===== src/rtl/texcol_pkg.sv =====
package texcol_pkg;

    localparam int CH_W  = 8;
    localparam int RGB_W = 3 * CH_W;

    typedef logic [CH_W-1:0] chan_t;

    typedef struct packed {
        chan_t r;
        chan_t g;
        chan_t b;
    } rgb_t;

    typedef enum logic [2:0] {
        TM_RAMP = 3'd0,
        TM_MONO = 3'd4,
        TM_P332 = 3'd6,
        TM_P444 = 3'd7
    } tex_mode_e;

    localparam rgb_t RGB_BLACK = '{r: 8'h00, g: 8'h00, b: 8'h00};
    localparam rgb_t RGB_WHITE = '{r: 8'hFF, g: 8'hFF, b: 8'hFF};

    // pipeline stage 1 contents
    typedef struct packed {
        logic  valid;
        logic  use_ramp;
        rgb_t  direct;
        chan_t lum;
        rgb_t  end0;
        rgb_t  end1;
    } stage1_t;

    function automatic chan_t widen2(input logic [1:0] v);
        return {v, v, v, v};
    endfunction

    function automatic chan_t widen3(input logic [2:0] v);
        return {v, v, v[2:1]};
    endfunction

    function automatic chan_t widen4(input logic [3:0] v);
        return {v, v};
    endfunction

    // weighted blend of two channel values; weight reaches 256 at lum=255
    function automatic chan_t blend_chan(input chan_t c0, input chan_t c1, input chan_t lum);
        logic [8:0]  w;
        logic [8:0]  wn;
        logic [17:0] acc;
        w   = {1'b0, lum} + {8'd0, lum[7]};
        wn  = 9'd256 - w;
        acc = ({10'd0, c0} * {9'd0, wn}) + ({10'd0, c1} * {9'd0, w}) + 18'd128;
        if (acc[17:16] != 2'b00) begin
            return 8'hFF;
        end
        return acc[15:8];
    endfunction

endpackage


===== src/rtl/texcol_decode.sv =====
module texcol_decode
    import texcol_pkg::*;
#(
    parameter int TEXEL_W = 12
) (
    input  logic [TEXEL_W-1:0] texel,
    input  logic [2:0]         mode,
    output rgb_t               direct,
    output chan_t              lum,
    output logic               use_ramp,
    output logic               bad_mode
);

    always_comb begin
        direct   = RGB_BLACK;
        lum      = texel[7:0];
        use_ramp = 1'b0;
        bad_mode = 1'b0;
        case (tex_mode_e'(mode))
            TM_RAMP: begin
                use_ramp = 1'b1;
            end
            TM_MONO: begin
                direct = '{r: texel[7:0], g: texel[7:0], b: texel[7:0]};
            end
            TM_P332: begin
                direct = '{r: widen3(texel[7:5]),
                           g: widen3(texel[4:2]),
                           b: widen2(texel[1:0])};
            end
            TM_P444: begin
                direct = '{r: widen4(texel[11:8]),
                           g: widen4(texel[7:4]),
                           b: widen4(texel[3:0])};
            end
            default: begin
                bad_mode = 1'b1;
            end
        endcase
    end

endmodule


===== src/rtl/texcol_ramp_bank.sv =====
module texcol_ramp_bank
    import texcol_pkg::*;
#(
    parameter int NUM_RAMPS = 4,
    parameter int ADDR_W    = 4,
    localparam int ENTRIES  = 2 * NUM_RAMPS,
    localparam int SEL_W    = (NUM_RAMPS > 1) ? $clog2(NUM_RAMPS) : 1
) (
    input  logic              clk,
    input  logic              rst,
    input  logic              wr_en,
    input  logic [ADDR_W-1:0] wr_addr,
    input  rgb_t              wr_data,
    input  logic              commit,
    input  logic [SEL_W-1:0]  sel,
    output rgb_t              sel_end0,
    output rgb_t              sel_end1,
    input  logic [ADDR_W-1:0] rd_addr,
    output rgb_t              rd_data
);

    rgb_t stage_q [ENTRIES];
    rgb_t live_q  [ENTRIES];

    always_ff @(posedge clk) begin
        if (rst) begin
            for (int k = 0; k < ENTRIES; k++) begin
                stage_q[k] <= (k % 2 == 1) ? RGB_WHITE : RGB_BLACK;
                live_q[k]  <= (k % 2 == 1) ? RGB_WHITE : RGB_BLACK;
            end
        end else begin
            for (int k = 0; k < ENTRIES; k++) begin
                if (wr_en && (wr_addr == ADDR_W'(k))) begin
                    stage_q[k] <= wr_data;
                end
                if (commit) begin
                    live_q[k] <= stage_q[k];
                end
            end
        end
    end

    always_comb begin
        sel_end0 = RGB_BLACK;
        sel_end1 = RGB_BLACK;
        for (int r = 0; r < NUM_RAMPS; r++) begin
            if (sel == SEL_W'(r)) begin
                sel_end0 = live_q[2*r];
                sel_end1 = live_q[2*r+1];
            end
        end
    end

    always_comb begin
        rd_data = RGB_BLACK;
        for (int k = 0; k < ENTRIES; k++) begin
            if (rd_addr == ADDR_W'(k)) begin
                rd_data = live_q[k];
            end
        end
    end

endmodule


===== src/rtl/texcol_blend.sv =====
module texcol_blend
    import texcol_pkg::*;
(
    input  logic  use_ramp,
    input  rgb_t  direct,
    input  chan_t lum,
    input  rgb_t  end0,
    input  rgb_t  end1,
    output rgb_t  colour
);

    logic [2:0][CH_W-1:0] e0_v;
    logic [2:0][CH_W-1:0] e1_v;
    logic [2:0][CH_W-1:0] mix_v;

    assign e0_v = end0;
    assign e1_v = end1;

    for (genvar c = 0; c < 3; c++) begin : g_chan
        assign mix_v[c] = blend_chan(e0_v[c], e1_v[c], lum);
    end

    assign colour = use_ramp ? rgb_t'(mix_v) : direct;

endmodule


===== src/rtl/texel_colour_unit.sv =====
module texel_colour_unit
    import texcol_pkg::*;
#(
    parameter int TEXEL_W   = 12,
    parameter int NUM_RAMPS = 4,
    localparam int RAMP_W   = (NUM_RAMPS > 1) ? $clog2(NUM_RAMPS) : 1,
    localparam int CFG_AW   = $clog2(2 * NUM_RAMPS + 1),
    localparam int STATUS_ADDR = 2 * NUM_RAMPS
) (
    input  logic               clk,
    input  logic               rst,
    input  logic               cfg_we,
    input  logic [CFG_AW-1:0]  cfg_addr,
    input  logic [23:0]        cfg_wdata,
    output logic [23:0]        cfg_rdata,
    input  logic               prim_start,
    input  logic               in_valid,
    output logic               in_ready,
    input  logic [TEXEL_W-1:0] in_texel,
    input  logic [2:0]         in_mode,
    input  logic [RAMP_W-1:0]  in_ramp,
    output logic               out_valid,
    input  logic               out_ready,
    output logic [23:0]        out_rgb
);

    stage1_t s1_q;
    logic    s2_valid_q;
    rgb_t    s2_rgb_q;
    logic    err_q;
    logic    advance;

    rgb_t  dec_direct;
    chan_t dec_lum;
    logic  dec_use_ramp;
    logic  dec_bad;
    rgb_t  sel_end0;
    rgb_t  sel_end1;
    rgb_t  live_rd;
    rgb_t  blend_out;
    logic  status_wr;

    assign advance   = !s2_valid_q || out_ready;
    assign in_ready  = advance;
    assign status_wr = cfg_we && (cfg_addr == CFG_AW'(STATUS_ADDR));

    texcol_decode #(.TEXEL_W(TEXEL_W)) u_decode (
        .texel    (in_texel),
        .mode     (in_mode),
        .direct   (dec_direct),
        .lum      (dec_lum),
        .use_ramp (dec_use_ramp),
        .bad_mode (dec_bad)
    );

    texcol_ramp_bank #(.NUM_RAMPS(NUM_RAMPS), .ADDR_W(CFG_AW)) u_ramps (
        .clk      (clk),
        .rst      (rst),
        .wr_en    (cfg_we),
        .wr_addr  (cfg_addr),
        .wr_data  (rgb_t'(cfg_wdata)),
        .commit   (prim_start),
        .sel      (in_ramp),
        .sel_end0 (sel_end0),
        .sel_end1 (sel_end1),
        .rd_addr  (cfg_addr),
        .rd_data  (live_rd)
    );

    texcol_blend u_blend (
        .use_ramp (s1_q.use_ramp),
        .direct   (s1_q.direct),
        .lum      (s1_q.lum),
        .end0     (s1_q.end0),
        .end1     (s1_q.end1),
        .colour   (blend_out)
    );

    always_ff @(posedge clk) begin
        if (rst) begin
            s1_q       <= '0;
            s2_valid_q <= 1'b0;
            s2_rgb_q   <= RGB_BLACK;
        end else if (advance) begin
            s1_q.valid    <= in_valid;
            s1_q.use_ramp <= dec_use_ramp;
            s1_q.direct   <= dec_direct;
            s1_q.lum      <= dec_lum;
            s1_q.end0     <= sel_end0;
            s1_q.end1     <= sel_end1;
            s2_valid_q    <= s1_q.valid;
            s2_rgb_q      <= blend_out;
        end
    end

    always_ff @(posedge clk) begin
        if (rst) begin
            err_q <= 1'b0;
        end else if (in_valid && advance && dec_bad) begin
            err_q <= 1'b1;
        end else if (status_wr) begin
            err_q <= 1'b0;
        end
    end

    always_comb begin
        if (cfg_addr == CFG_AW'(STATUS_ADDR)) begin
            cfg_rdata = {23'd0, err_q};
        end else begin
            cfg_rdata = live_rd;
        end
    end

    assign out_valid = s2_valid_q;
    assign out_rgb   = s2_rgb_q;

endmodule


===== config.mk =====
export PLATFORM = sky130hd
export DESIGN_NAME = texel_colour_unit
export DESIGN_NICKNAME = d
export VERILOG_FILES = /design/src/rtl/texcol_pkg.sv /design/src/rtl/texcol_decode.sv /design/src/rtl/texcol_ramp_bank.sv /design/src/rtl/texcol_blend.sv /design/src/rtl/texel_colour_unit.sv
export SDC_FILE = /design/constraint.sdc
export NUM_CORES = 2
export LEC_CHECK = 0
export CORE_MARGIN = 8
export CORE_UTILIZATION = 66
export CTS_CLUSTER_SIZE = 28
export DETAILED_ROUTE_END_ITERATION = 7
export DONT_BUFFER_PORTS = 1
export PLACE_DENSITY = 0.84
export SLEW_MARGIN = 20
export SYNTH_ARGS = -nofsm -noshare
export SYNTH_HDL_FRONTEND = slang
export SYNTH_SLANG_ARGS = --single-unit

===== constraint.sdc =====
create_clock -name clk -period 10.7 [get_ports clk]
set_clock_uncertainty 0.1 [all_clocks]
set_input_delay 0.535 -clock clk [delete_from_list [all_inputs] [get_ports clk]]
set_output_delay 0.535 -clock clk [all_outputs]
set_load 0.02 [all_outputs]

==> impl_metrics.yaml <==
status:
  status: "complete, no violations"
timing:
  hold_violations: 0
  fin_crit_sh_pct: 83.0
  finalSetupViolCount: 0
  max_slew_margin_pct: 22.3
  slew_violations: 0
  min_period_ns: 8.88
  max_freq_mhz: 113
  hold_slack_ns: 0.0250
  timing.setup.tns_ns: 0
  tightest_slew_ns: 1.16
  grt_setup_unrepaired: "false"
  fin_ws_ns: 1.82
synthesis:
  seq_area_frac_synth_pct: 37.9
  synthCells: 3385
  syn_avg_cell_area_sq_um: 10.7
  synth_edf_count: 384
  ys_warn_count: 0
  syn_nets: 3974
  ys_seq_elements: 492
  synth_cell_type_count: 79
  synth_area_sq_um: 36100
  synthArstFlopShare_pct: 0
  synth-main-ff-cell: "edfxtp_1"
placed_design:
  portBuffers: 0
  hpwl_mm: 62.6
  preCtsSetupSlack_ns: 1.94
  gp_congestion: 0.912
  dp.cells: 3934
cts:
  cts_tree: "yes"
  clock_latency_ns: 0.61
  htree_levels: 2
  cts_resized: 0
  cts_inserted_buffers: 48
  cts_root_buf: "clkbuf_16"
  path_clk_slew_ns: 0.07
  clock_path_buffers: 3
  clock-sinks: 492
pwr:
  irDropWorstVdd_mv: 0.241
  finalPower_mw: 6.56
  leakage_nw: 16.6
  power_density_nw_per_um2: 170
hold_path:
  hold_depth: 1
  hold_start: "rst"
  hold-path-endpoint: "u_ramps.stage_q[0][174]$_SDFFCE_PP1P_"
  min_path_type: "input pin to flip-flop"
cells_and_area:
  multiInputGateArea_sq_um: 20100
  layout-drive-gt1-share_pct: 9.29
  stdcell_count: 4054
  regArea_sq_um: 13700
  area_growth_pct: 6.74
  fillers: 3607
  final_net_count: 3908
setup_path:
  crit_buf_inv: 3
  cp-end-kind: "flip-flop"
  rr_endpoint: "out_rgb[0]$_SDFFE_PP0N_"
  crit_chain: "ha_1, ha_1, or3_1, nor3_1, nand3_1, xor2_1, nand2_1, fa_1, fa_1, fa_1, inv_1, fa_1, fa_1, inv_1, fa_1, inv_1, ha_1, o21ai_1, o21bai_1, a221oi_2, or4b_1, a31o_2, nor4_1, o21ai_1"
  crit_arrival_ns: 9.25
  r2r_cells: 24
  r2r_slack_ns: 1.82
  worst_ep_required_time_ns: 11.07
  crit_family: "adder cells"
  path_class: "flip-flop to flip-flop"
  start_kind: "flip-flop"
  slowest_stage: "ha_1"
  cpMostUsedCell: "fa_1"
  cpPeakStageDelay_ns: 0.64
  critical_path_peak_fanout: 26
  r2r_start: "s1_q[55]$_SDFFE_PP0N_"
grt:
  grt_pass1_vias: 26073
  antenna_found_initial: 2
  grt_pass1_wl_mm: 143
  grt_max_degree: 113
  gr-total-overflow: 0
  grt_usage_pct: 29.2
detailed_routing:
  firstDrtPassIters: 6
  wirelength_mm: 92.1
  ant_nets: 0
  drc: 0
  vias: 24985
  drtIter0Drc: 2447
  vias_per_cell: 6.16
  post_drt_wl_per_cell_um: 22.7
floorplanning:
  core_sq_um: 53900
  fp-row-count: 85
  io_pins: 101
  die_w_um: 250
  die-area_sq_um: 62400
  die_h_um: 250
  start_util_pct: 66.9
run:
  maxCapViolCount: 0
==> report_power, final <==
part | switching, mW | internal, mW | total [mW]
clock network | 0.740 | 0.938 | 1.68
registers | 0.126 | 2.20 | 2.32
logic | 1.52 | 1.04 | 2.56
==> cell type report <==
cell class / instances / area share, %
Inverter: 462 / 4.50
Antenna cell: 1 / 0.00649
Tap cell: 696 / 2.26
Timing Repair Buffer: 65 / 1.56
Clock inverter: 28 / 0.737
Clock buffer: 60 / 3.26
Sequential cell: 492 / 35.5
Multi-Input combinational cell: 2250 / 52.1
==> routing by layer <==
layer	track usage (%)	vias up	share of wire, %
li1	-	10945	-
met1	35.8	12471	37
met2	48.7	1300	48
met3	5.98	265	9.3
met4	15.6	4	5.5
met5	0	-	0.031
==> worst max-delay path by stage <==
stage	cells past startpoint	startpoint	end
floorplan	29	s1_q[55]$_SDFFE_PP0N_	out_rgb[0]$_SDFFE_PP0N_
global placement	24	s1_q[55]$_SDFFE_PP0N_	out_rgb[2]$_SDFFE_PP0N_
detailed placement	24	s1_q[55]$_SDFFE_PP0N_	out_rgb[0]$_SDFFE_PP0N_
CTS	24	s1_q[55]$_SDFFE_PP0N_	out_rgb[0]$_SDFFE_PP0N_
global route	26	s1_q[55]$_SDFFE_PP0N_	out_rgb[9]$_SDFFE_PP0N_
finish	24	s1_q[55]$_SDFFE_PP0N_	out_rgb[0]$_SDFFE_PP0N_
==> cells in the mapped netlist (all sizes together) (11+ instances only) <==
| library cell | number | area [sq um] |
|---|---|---|
| a22oi | 21 | 158 |
| buf | 38 | 169 |
| mux2i | 31 | 310 |
| o21ai | 72 | 360 |
| ha | 208 | 2600 |
| inv | 461 | 1730 |
| nor3 | 16 | 80.1 |
| dfxtp | 108 | 2160 |
| nand2 | 328 | 1230 |
| or2 | 98 | 613 |
| nand3 | 29 | 145 |
| nor2b | 96 | 601 |
| clkbuf | 140 | 527 |
| a222oi | 16 | 160 |
| a21oi | 103 | 519 |
| xor2 | 17 | 149 |
| and2 | 320 | 2000 |
| mux4 | 48 | 1080 |
| o211ai | 17 | 128 |
| fa | 330 | 6610 |
| xnor2 | 19 | 166 |
| nor4 | 12 | 75.1 |
| mux2 | 21 | 236 |
| nand2b | 144 | 901 |
| edfxtp | 384 | 11500 |
| nor2 | 154 | 578 |
| a22o | 23 | 201 |
| a211oi | 11 | 87.6 |
==> cell usage in the layout, fill, tap and decap left out, types with 29 or more instances in the layout <==
master         instances
buf_4                 34
o21ai_0               59
or2_2                 97
and2_1               320
mux4_2                48
dfxtp_1              108
nand2_1              327
nand2b_1             141
edfxtp_1             384
nor2_1               151
dlygate4sd3_1         29
fa_1                 330
inv_1                461
clkbuf_16             48
a21oi_1              102
nor2b_1               94
nand3_1               29
mux2i_1               31
ha_1                 208
==> cells by family (layout without fill, tap and decap cells) <==
group	Yosys count	after routing	synth area share [%]
multiplexers	100	100	4.51
AO/OA/AOI/OAI	342	342	6.31
XOR/XNOR	36	36	0.874
other	0	1	0
adder cells (fa/ha/maj)	538	538	25.5
buffers and inverters	643	615	6.81
AND/OR/NAND/NOR	1234	1234	18.1
flip-flops	492	492	37.9
==> worst register-to-register path, cell delays in order (launching register included) <==
cell and delay [ns]:
dfxtp_1 0.38, ha_1 0.21, ha_1 0.64, or3_1 0.61, nor3_1 0.35, nand3_1 0.14, xor2_1 0.59, nand2_1 0.18
fa_1 0.55, fa_1 0.53, fa_1 0.52, inv_1 0.05, fa_1 0.49, fa_1 0.49, inv_1 0.05, fa_1 0.47
inv_1 0.04, ha_1 0.33, o21ai_1 0.24, o21bai_1 0.12, a221oi_2 0.40, or4b_1 0.48, a31o_2 0.33, nor4_1 0.34
o21ai_1 0.12
==> state kept, by name, indices dropped and copies added, names as in the netlist <==
register and cells:
u_ramps.live_q 192, u_ramps.stage_q 192, s1_q 82, out_rgb 24, err_q 1, out_valid 1
==> what timing repair did <==
item                      CTS  global route
buffers inserted            0             0
hold buffers               30             0
hold endpoints to repair  140             0
==> metrics by stage <==
stage          cell area (sq um)  utilization (%)
2_1_floorplan              36100                -
3_3_place_gp               36600             67.9
3_5_place_dp               36600             68.0
4_1_cts                    38500             71.4
5_1_grt                    38500             71.4
6_report                   38500             71.5
Power figures use the tool's default switching activity.
